<file path="src/rtl/vfs_pkg.sv">
// Package: shared phase encoding of the transition sequencer.
// Assumes: used by vfs_seq only; no widths live here, they are module parameters.
package vfs_pkg;

    typedef enum logic [1:0] {
        PH_IDLE     = 2'd0,   // waiting for a target
        PH_VOLT     = 2'd1,   // stepping the voltage code
        PH_CLK      = 2'd2,   // relock in progress, core held
        PH_CLK_LATE = 2'd3    // hold window spent, still waiting for lock
    } vfs_phase_e;

endpackage

</file>
<file path="src/rtl/vfs_req_hold.sv">
// Module: one-deep holding register for targets written during a transition.
// Does:    stores a write made while the sequencer is busy; newer writes
//          overwrite older unserved ones; cleared when the idle sequencer
//          takes a target.
// Assumes: 'take' is high only while the sequencer is idle.
module vfs_req_hold #(
    parameter int VID_W   = 6,
    parameter int RATIO_W = 5
) (
    input  logic               clk,
    input  logic               rst_n,
    input  logic               wr,
    input  logic [VID_W-1:0]   wr_vid,
    input  logic [RATIO_W-1:0] wr_ratio,
    input  logic               defer,
    input  logic               take,
    output logic               pend_v,
    output logic [VID_W-1:0]   pend_vid,
    output logic [RATIO_W-1:0] pend_ratio
);

    // Capture a deferred write, newest wins; drop it once taken.
    always_ff @(posedge clk) begin
        if (!rst_n) begin
            pend_v     <= 1'b0;
            pend_vid   <= '0;
            pend_ratio <= '0;
        end else if (wr && defer) begin
            pend_v     <= 1'b1;
            pend_vid   <= wr_vid;
            pend_ratio <= wr_ratio;
        end else if (take) begin
            pend_v     <= 1'b0;
        end
    end

endmodule

</file>
<file path="src/rtl/vfs_vid_stepper.sv">
// Module: voltage code ramp.
// Does:    holds the voltage code and, while enabled, moves it one unit
//          toward the target after each dwell of STEP_DWELL cycles.
// Assumes: the target is stable while enabled; at_tgt is combinational.
module vfs_vid_stepper #(
    parameter int VID_W      = 6,
    parameter int STEP_DWELL = 3,
    parameter int VID_INIT   = 20
) (
    input  logic             clk,
    input  logic             rst_n,
    input  logic             en,
    input  logic [VID_W-1:0] tgt,
    output logic [VID_W-1:0] vid,
    output logic             at_tgt
);

    localparam int CNT_W = (STEP_DWELL > 1) ? $clog2(STEP_DWELL) : 1;
    localparam logic [CNT_W-1:0] LAST = CNT_W'(STEP_DWELL - 1);
    localparam logic [VID_W-1:0] INIT = VID_W'(VID_INIT);

    logic [CNT_W-1:0] dwell_q;

    // Target reached when the held code equals the requested one.
    always_comb at_tgt = (vid == tgt);

    // Dwell counter and single-unit move of the code.
    always_ff @(posedge clk) begin
        if (!rst_n) begin
            vid     <= INIT;
            dwell_q <= '0;
        end else if (!en || at_tgt) begin
            dwell_q <= '0;
        end else if (dwell_q == LAST) begin
            dwell_q <= '0;
            vid     <= (tgt > vid) ? vid + 1'b1 : vid - 1'b1;
        end else begin
            dwell_q <= dwell_q + 1'b1;
        end
    end

endmodule

</file>
<file path="src/rtl/vfs_relock_timer.sv">
// Module: relock window timer.
// Does:    counts cycles spent in the relock phase; flags the first cycle
//          (relock request) and the last allowed cycle of the hold window.
// Assumes: en drops on the cycle after 'expired' is acted upon.
module vfs_relock_timer #(
    parameter int HOLD_MAX = 2000
) (
    input  logic clk,
    input  logic rst_n,
    input  logic en,
    output logic first,
    output logic expired
);

    localparam int CNT_W = $clog2(HOLD_MAX + 1);
    localparam logic [CNT_W-1:0] LAST = CNT_W'(HOLD_MAX - 1);

    logic [CNT_W-1:0] cnt_q;

    // Elapsed relock cycles, cleared outside the relock phase.
    always_ff @(posedge clk) begin
        if (!rst_n || !en) begin
            cnt_q <= '0;
        end else begin
            cnt_q <= cnt_q + 1'b1;
        end
    end

    // Decode of the first and last window cycles.
    always_comb begin
        first   = en && (cnt_q == '0);
        expired = en && (cnt_q == LAST);
    end

endmodule

</file>
<file path="src/rtl/vfs_seq.sv">
// Module: operating point transition sequencer (top).
// Does:    accepts a target voltage code and ratio; raises voltage before
//          a ratio increase and lowers it after a ratio decrease; requests
//          a PLL relock and holds the core and blocks snoops until lock or
//          until HOLD_MAX cycles pass; defers writes made while busy.
// Assumes: pll_lock is an acknowledge pulse or level from the PLL model;
//          the register decode delivers req_valid as a one-cycle strobe.
module vfs_seq
    import vfs_pkg::*;
#(
    parameter int VID_W      = 6,
    parameter int RATIO_W    = 5,
    parameter int STEP_DWELL = 3,
    parameter int HOLD_MAX   = 2000,
    parameter int VID_INIT   = 20,
    parameter int RATIO_INIT = 8
) (
    input  logic               clk,
    input  logic               rst_n,
    input  logic               req_valid,
    input  logic [VID_W-1:0]   req_vid,
    input  logic [RATIO_W-1:0] req_ratio,
    input  logic               pll_lock,
    output logic [VID_W-1:0]   vid_out,
    output logic [RATIO_W-1:0] ratio_out,
    output logic               pll_relock,
    output logic               core_hold,
    output logic               snoop_block,
    output logic               busy,
    output logic               done
);

    localparam logic [RATIO_W-1:0] RINIT = RATIO_W'(RATIO_INIT);

    vfs_phase_e         ph_q;
    logic [VID_W-1:0]   tgt_vid_q;
    logic [RATIO_W-1:0] tgt_ratio_q;
    logic [RATIO_W-1:0] ratio_q;
    logic               clk_todo_q;
    logic               done_q;

    logic               idle;
    logic               pend_v;
    logic [VID_W-1:0]   pend_vid;
    logic [RATIO_W-1:0] pend_ratio;
    logic               src_v;
    logic [VID_W-1:0]   src_vid;
    logic [RATIO_W-1:0] src_ratio;
    logic [VID_W-1:0]   vid_now;
    logic               vid_at_tgt;
    logic               step_en;
    logic               relock_en;
    logic               relock_first;
    logic               hold_expired;
    logic               lock_ok;

    // Phase decodes feeding the sub-blocks.
    always_comb begin
        idle      = (ph_q == PH_IDLE);
        step_en   = (ph_q == PH_VOLT);
        relock_en = (ph_q == PH_CLK);
    end

    // Source of the next target: a fresh write beats a parked one.
    always_comb begin
        src_v     = req_valid || pend_v;
        src_vid   = req_valid ? req_vid   : pend_vid;
        src_ratio = req_valid ? req_ratio : pend_ratio;
    end

    // A lock counts only after the request cycle of a relock.
    always_comb begin
        lock_ok = pll_lock &&
                  (((ph_q == PH_CLK) && !relock_first) || (ph_q == PH_CLK_LATE));
    end

    vfs_req_hold #(
        .VID_W   (VID_W),
        .RATIO_W (RATIO_W)
    ) u_hold (
        .clk        (clk),
        .rst_n      (rst_n),
        .wr         (req_valid),
        .wr_vid     (req_vid),
        .wr_ratio   (req_ratio),
        .defer      (!idle),
        .take       (idle),
        .pend_v     (pend_v),
        .pend_vid   (pend_vid),
        .pend_ratio (pend_ratio)
    );

    vfs_vid_stepper #(
        .VID_W      (VID_W),
        .STEP_DWELL (STEP_DWELL),
        .VID_INIT   (VID_INIT)
    ) u_step (
        .clk    (clk),
        .rst_n  (rst_n),
        .en     (step_en),
        .tgt    (tgt_vid_q),
        .vid    (vid_now),
        .at_tgt (vid_at_tgt)
    );

    vfs_relock_timer #(
        .HOLD_MAX (HOLD_MAX)
    ) u_timer (
        .clk     (clk),
        .rst_n   (rst_n),
        .en      (relock_en),
        .first   (relock_first),
        .expired (hold_expired)
    );

    // Phase sequencing, target capture and ratio update.
    always_ff @(posedge clk) begin
        if (!rst_n) begin
            ph_q        <= PH_IDLE;
            tgt_vid_q   <= VID_W'(VID_INIT);
            tgt_ratio_q <= RINIT;
            ratio_q     <= RINIT;
            clk_todo_q  <= 1'b0;
            done_q      <= 1'b0;
        end else begin
            done_q <= 1'b0;
            unique case (ph_q)
                PH_IDLE: begin
                    if (src_v) begin
                        tgt_vid_q   <= src_vid;
                        tgt_ratio_q <= src_ratio;
                        if (src_vid == vid_now && src_ratio == ratio_q) begin
                            done_q <= 1'b1;
                        end else if (src_ratio > ratio_q) begin
                            ph_q       <= PH_VOLT;
                            clk_todo_q <= 1'b1;
                        end else if (src_ratio < ratio_q) begin
                            ph_q       <= PH_CLK;
                            ratio_q    <= src_ratio;
                            clk_todo_q <= 1'b0;
                        end else begin
                            ph_q       <= PH_VOLT;
                            clk_todo_q <= 1'b0;
                        end
                    end
                end
                PH_VOLT: begin
                    if (vid_at_tgt) begin
                        if (clk_todo_q) begin
                            ph_q       <= PH_CLK;
                            ratio_q    <= tgt_ratio_q;
                            clk_todo_q <= 1'b0;
                        end else begin
                            ph_q   <= PH_IDLE;
                            done_q <= 1'b1;
                        end
                    end
                end
                PH_CLK, PH_CLK_LATE: begin
                    if (lock_ok) begin
                        if (vid_at_tgt) begin
                            ph_q   <= PH_IDLE;
                            done_q <= 1'b1;
                        end else begin
                            ph_q <= PH_VOLT;
                        end
                    end else if (ph_q == PH_CLK && hold_expired) begin
                        ph_q <= PH_CLK_LATE;
                    end
                end
                default: ph_q <= PH_IDLE;
            endcase
        end
    end

    // Output drive.
    always_comb begin
        vid_out     = vid_now;
        ratio_out   = ratio_q;
        pll_relock  = relock_first;
        core_hold   = relock_en;
        snoop_block = relock_en;
        busy        = !idle;
        done        = done_q;
    end

endmodule

</file>
<file path="config.mk">
export PLATFORM = sky130hd
export DESIGN_NAME = vfs_seq
export DESIGN_NICKNAME = d
export VERILOG_FILES = /design/src/rtl/vfs_pkg.sv /design/src/rtl/vfs_req_hold.sv /design/src/rtl/vfs_vid_stepper.sv /design/src/rtl/vfs_relock_timer.sv /design/src/rtl/vfs_seq.sv
export SDC_FILE = /design/constraint.sdc
export NUM_CORES = 1
export LEC_CHECK = 0
export BUFFER_PORTS_ARGS = -buffer_cell sky130_fd_sc_hd__buf_2
export CORE_AREA = 2 2 75 77
export DETAILED_ROUTE_END_ITERATION = 7
export DIE_AREA = 0 0 77 79
export PLACE_DENSITY_LB_ADDON = 0.3
export SLEW_MARGIN = 20
export SYNTH_ARGS = -nofsm -noshare
export SYNTH_HDL_FRONTEND = slang
export SYNTH_SLANG_ARGS = --single-unit
</file>
<file path="constraint.sdc">
create_clock -name clk -period 3.3 [get_ports clk]
set_input_delay 0.495 -clock clk [delete_from_list [all_inputs] [get_ports clk]]
set_output_delay 0.495 -clock clk [all_outputs]
set_load 0.02 [all_outputs]
</file>
After elaboration in Yosys (flattened, before gate mapping)
Index checks and enable logic that the tools add are counted.
{"block": "word_totals", "wordCells": 97, "inputBits": 15, "regBits": 51, "out_inout_bits": 16}
{"block": "classes", "bitwise": 2, "muxes": 34, "add_sub_neg": 4, "n_reduce_logical": 27, "n_eq_ne": 15, "order_cmp": 3}
{"cell": "two-way mux 5 bit", "n": 7}
{"cell": "two-way mux 2 bit", "n": 8}
{"cell": "two-way mux 1 bit", "n": 13}
{"cell": "equality test 6 bit", "n": 2}
{"cell": "two-way mux 6 bit", "n": 2}
{"cell": "adder 11 x 1 -> 11 bit, second input constant", "n": 1}
{"cell": "equality test 11 bit, second input constant", "n": 1}
{"cell": "logical NOT 11 bit", "n": 1}
{"cell": "case mux 5 bit (2 select lines)", "n": 1}
{"cell": "!= test 2 bit, second input constant", "n": 4}
{"cell": "AND reduction 4 bit", "n": 2}
{"cell": "logical AND 1 bit", "n": 7}
{"cell": "AND reduction 7 bit", "n": 1}
{"cell": "adder 6 x 1 -> 6 bit, second input constant", "n": 1}
{"cell": "equality test 2 bit, second input constant", "n": 3}
{"cell": "> comparator 6 bit", "n": 1}
{"cell": "case mux 2 bit (3 select lines)", "n": 1}
{"cell": "subtractor 6 x 1 -> 6 bit, second input constant", "n": 1}
{"cell": "equality test 5 bit", "n": 1}
{"cell": "> comparator 5 bit", "n": 1}
{"cell": "logical NOT 1 bit", "n": 5}
{"cell": "less-than comparator 5 bit", "n": 1}
{"cell": "logical OR 1 bit", "n": 4}
{"cell": "!= test 2 x 1 -> 1 bit, second input constant", "n": 2}
{"cell": "other kinds (11)", "n": 14}

Logic depth before layout (Yosys ltp)
{"block": "depth", "word_depth": 8, "mapped_depth": 12, "ltp_nobuf": 12}

Modules after synthesis
A second synthesis with hierarchy kept.
{"block": "unflattened", "cells_unflattened": 344, "area_unflattened_um2": 2979.1}
{"module": "vfs_seq", "area_per_inst_um2": 1298.7, "n_inst": 1, "cells_per_inst": 156, "seq_area_each_um2": 400.4}
{"module": "vfs_vid_stepper", "area_per_inst_um2": 645.6, "n_inst": 1, "cells_per_inst": 75, "seq_area_each_um2": 160.2}
{"module": "vfs_relock_timer", "area_per_inst_um2": 525.5, "n_inst": 1, "cells_per_inst": 60, "seq_area_each_um2": 220.2}
{"module": "vfs_req_hold", "area_per_inst_um2": 509.2, "n_inst": 1, "cells_per_inst": 53, "seq_area_each_um2": 240.2}

Least setup slack after synthesis
OpenSTA, ideal clock, no wires.
{"block": "synth_path", "path_type": "reg2reg", "from": "register u_step.vid[1]", "to": "register u_step.vid[5]", "period_less_slack_ps": 3263, "arrival_ps": 3192, "path_buffers": 0, "slack_ps": 37, "path_stages_with_launch": 13, "setup_ps": 70, "cell_sequence": "dfxtp_1 -> inv_1 -> ha_1 -> nor2b_1 -> o21a_1 -> o31ai_1 -> ha_1 -> a211oi_1 -> o21bai_1 -> a21oi_1 -> xor2_1 -> or3_1 -> a21oi_1"}
{"block": "synth_via", "elab_chain_cells": 4, "word_cells_on_any_way": 8}
{"element": "start: declaration", "line": "vfs_vid_stepper.sv:14", "rtl": "output logic [VID_W-1:0] vid,"}
{"element": "start signal: assignment", "line": "vfs_vid_stepper.sv:36", "rtl": "vid <= (tgt > vid) ? vid + 1'b1 : vid - 1'b1;"}
{"element": "parallel branches: the longest is 4 deep, another holds subtractor 6 x 1 -> 6 bit"}
Several ways; the timed one is not identified.
A chain may end at the register's enable or synchronous reset.

Worst setup path after layout
{"block": "layout_path", "from": "register u_step.vid[4]", "to": "register u_step.vid[5]"}
The elaborated chain is that of the path after synthesis.

==> metrics.csv <==
stage,metric,value,unit
run_status,status,finished clean,
setup_path,crit_path_end_kind,flip-flop,
finish,diodes,0,
die,io_pins,31,
clocking,cts_tree,yes,
routing,drt_iter0_markers,90,
grt,grt_pass1_vias,2104,
synth,synth_edf_count,0,
synth,synth_top_area_share,37.9,%
finish,mostFrequentLayoutCells,"dfxtp_1 (51), nand2_1 (42), nor2_1 (36)",
grt,grt_pass1_wl,9490,um
setup_path,cp.required,3.54,ns
power_and_ir_drop,power_density,764,mW/mm^2
synth,synthArstFlopShare,0,%
setup_path,worst_setup_path_start_kind,flip-flop,
clocking,cts_made_buffers,5,
clocking,clk_path_buf_depth,2,
finish,drive_gt1_share,17.6,%
sta,finalHoldViolations,0,
sta,clock.fmax,0.337,GHz
power_and_ir_drop,ir_worst_vdd,0.383,mV
clocking,htreeDepth,2,
synth,syn_inst,316,
synth,synthFlopType,dfxtp_1,
power_and_ir_drop,total_power,2.29,mW
sta,rsz0062_at_grt,no,
synth,yosys.area.top_type,dfxtp_1,
sta,min_period,2.97,ns
sta,max_slew.worst_pin.slew,0.830,ns
worst_hold_path,hold_depth,3,
clocking,postCtsSetupRepairBufs,0,
grt,grt_usage,19.2,%
synth,ys_seq_area_share,37.9,%
routing,first_pass_iters,4,
routing,drcViolationCount,0,
job,drv_cap,0,
worst_hold_path,min_path_type,input pin to flip-flop,
place,dp_hpwl,4170,um
place,gp_congestion,0.811,
setup_path,crit_arrival,3.20,ns
routing,vias,2224,
sta,final.setup_skew,0.00709,ns
synth,synth_cell_type_count,49,
synth,syn_area,0.00269,sq mm
power_and_ir_drop,leakage,1.29,nW
die,start_util,50.4,%
clocking,hold_buffers,0,
synth,avgSynthCellArea,8.52,sq um
setup_path,worstSetupPathType,flip-flop to flip-flop,
routing,drt-total-wl,5510,um
synth,mappedNetlistNets,350,
clocking,root_buffer,clkbuf_8,
routing,wl_per_cell,13.1,um
synth,synth_area_leaders,"dfxtp_1 (38%), ha_1 (8.4%), nand2_1 (5.9%), nor2_1 (5.0%), mux2i_1 (4.8%)",
finish,final_nets,380,
setup_path,worst-path-max-fanout,6,
clocking,clkTransAtPathRegs,0.09,ns
die,dieArea,0.00608,sq mm
sta,slew_headroom,44.4,%
grt,antenna_found_initial,0,
die,die_h,79,um
place,io_buffers,30,
sta,fin_tns_setup,0,ns
sta,timing.final.max_slew_violations,0,
place,dp_slack,0.323,ns
die,rows,27,
setup_path,r2r_cells,13,
sta,finalCritPeriodShare,89.9,%
clocking,clk_latency,0.30,ns
grt,overflow,0,
sta,setup_viol,0,
die,die_x,77,um
finish,mostFrequentLayoutCell,dfxtp_1,
synth,yosysWarnings,0,
sta,layout_setup_ws,0.332,ns
routing,vias_per_cell,5.31,
finish,synthToLayoutAreaGrowth,11.3,%
sta,worst_hold_slack,0.428,ns
clocking,clkSinkCount,51,
grt,grt_max_degree,32,
synth,ys_ff_latch,51,
die,coreArea,0.00534,sq mm
routing,ant_nets,0,
-- sequential cells by signal, summed over array words and instances, names as in the netlist --
register           count
ratio_out              5
tgt_vid_q              6
u_step.dwell_q         2
clk_todo_q             1
u_hold.pend_vid        6
u_hold.pend_v          1
u_timer.cnt_q         11
tgt_ratio_q            5
done                   1
ph_q                   2
u_step.vid             6
u_hold.pend_ratio      5
-- timing repair --
action | 4_1_cts | 5_1_grt
hold endpoints to repair | 0 | 0
resized for setup | 0 | 1
endpoints found under the setup margin | 0 | 1
-- cells in the mapped netlist (all sizes together), types with 2 or more instances --
master / number
or3: 4
inv: 18
mux2i: 14
a21boi: 2
a21o: 3
o211ai: 8
nor2: 38
xnor2: 11
clkbuf: 7
a21oi: 21
mux2: 3
nand4: 2
and3: 6
o31ai: 3
nor4: 5
dfxtp: 51
nand2: 43
ha: 18
nor2b: 2
nand3: 14
buf: 4
nor3: 8
xor2: 8
o21ai: 5
a211oi: 7
-- cells by family after synthesis --
| kind of cell | after synthesis | synth area share (%) |
|---|---|---|
| AND/OR/NAND/NOR | 127 | 22.2 |
| flip-flops | 51 | 37.9 |
| AO/OA/AOI/OAI | 54 | 13.4 |
| buffers and inverters | 29 | 4.55 |
| XOR/XNOR | 19 | 6.18 |
| adder cells (fa/ha/maj) | 19 | 9.11 |
| multiplexers | 17 | 6.60 |
-- report_power, final --
group / switching, mW / internal (mW) / leakage, nW
Sequential: 0.0853 / 0.735 / 0.416
Clock: 0.208 / 0.149 / 0.0412
Combinational: 0.671 / 0.443 / 0.833
-- final cells by class --
cell class                      instances  area (sq um)
Sequential cell                        51          1020
Tap cell                               72          90.1
Multi-Input combinational cell        236          1550
Clock buffer                            6          72.6
Inverter                               18          67.6
Timing Repair Buffer                   34           180
Clock inverter                          2          12.5
Fill cell                             523          2340
-- layer usage --
layer  up-vias  track usage, %  share of wire (%)
met5         -               0                  0
met4         0            6.61                1.5
met3         8            4.20                3.9
met2        37            31.8                 46
met1      1026            24.9                 49
li1       1153               -                  -
-- path summary, 6_finish.rpt --
kind                     start                  to  slack, ns
min reg2reg  u_step.dwell_q[0]   u_step.dwell_q[0]       0.43
max reg2reg      u_step.vid[4]       u_step.vid[5]       0.33
max              u_step.vid[4]       u_step.vid[5]       0.33
min                 req_vid[1]  u_hold.pend_vid[1]       0.43
-- metrics by stage --
stage          cells  instance area (sq um)  utilization (%)
2_1_floorplan    316                   2690                -
3_3_place_gp     411                   2910             54.5
3_5_place_dp     411                   2910             54.5
4_1_cts          419                   2990             56.1
5_1_grt          419                   3000             56.2
6_report         419                   3000             56.2
-- worst max-delay path, stage by stage (launching register included) --
cell,delay (ns)
dfxtp_1,0.41
inv_1,0.06
ha_1,0.33
and4_1,0.22
o21a_1,0.11
o31ai_1,0.22
buf_4,0.20
ha_1,0.25
a211oi_2,0.26
o21bai_1,0.11
a21oi_1,0.18
xor2_1,0.09
or3_1,0.32
a21oi_1,0.14
No activity file was read; power rests on OpenSTA's default activity.
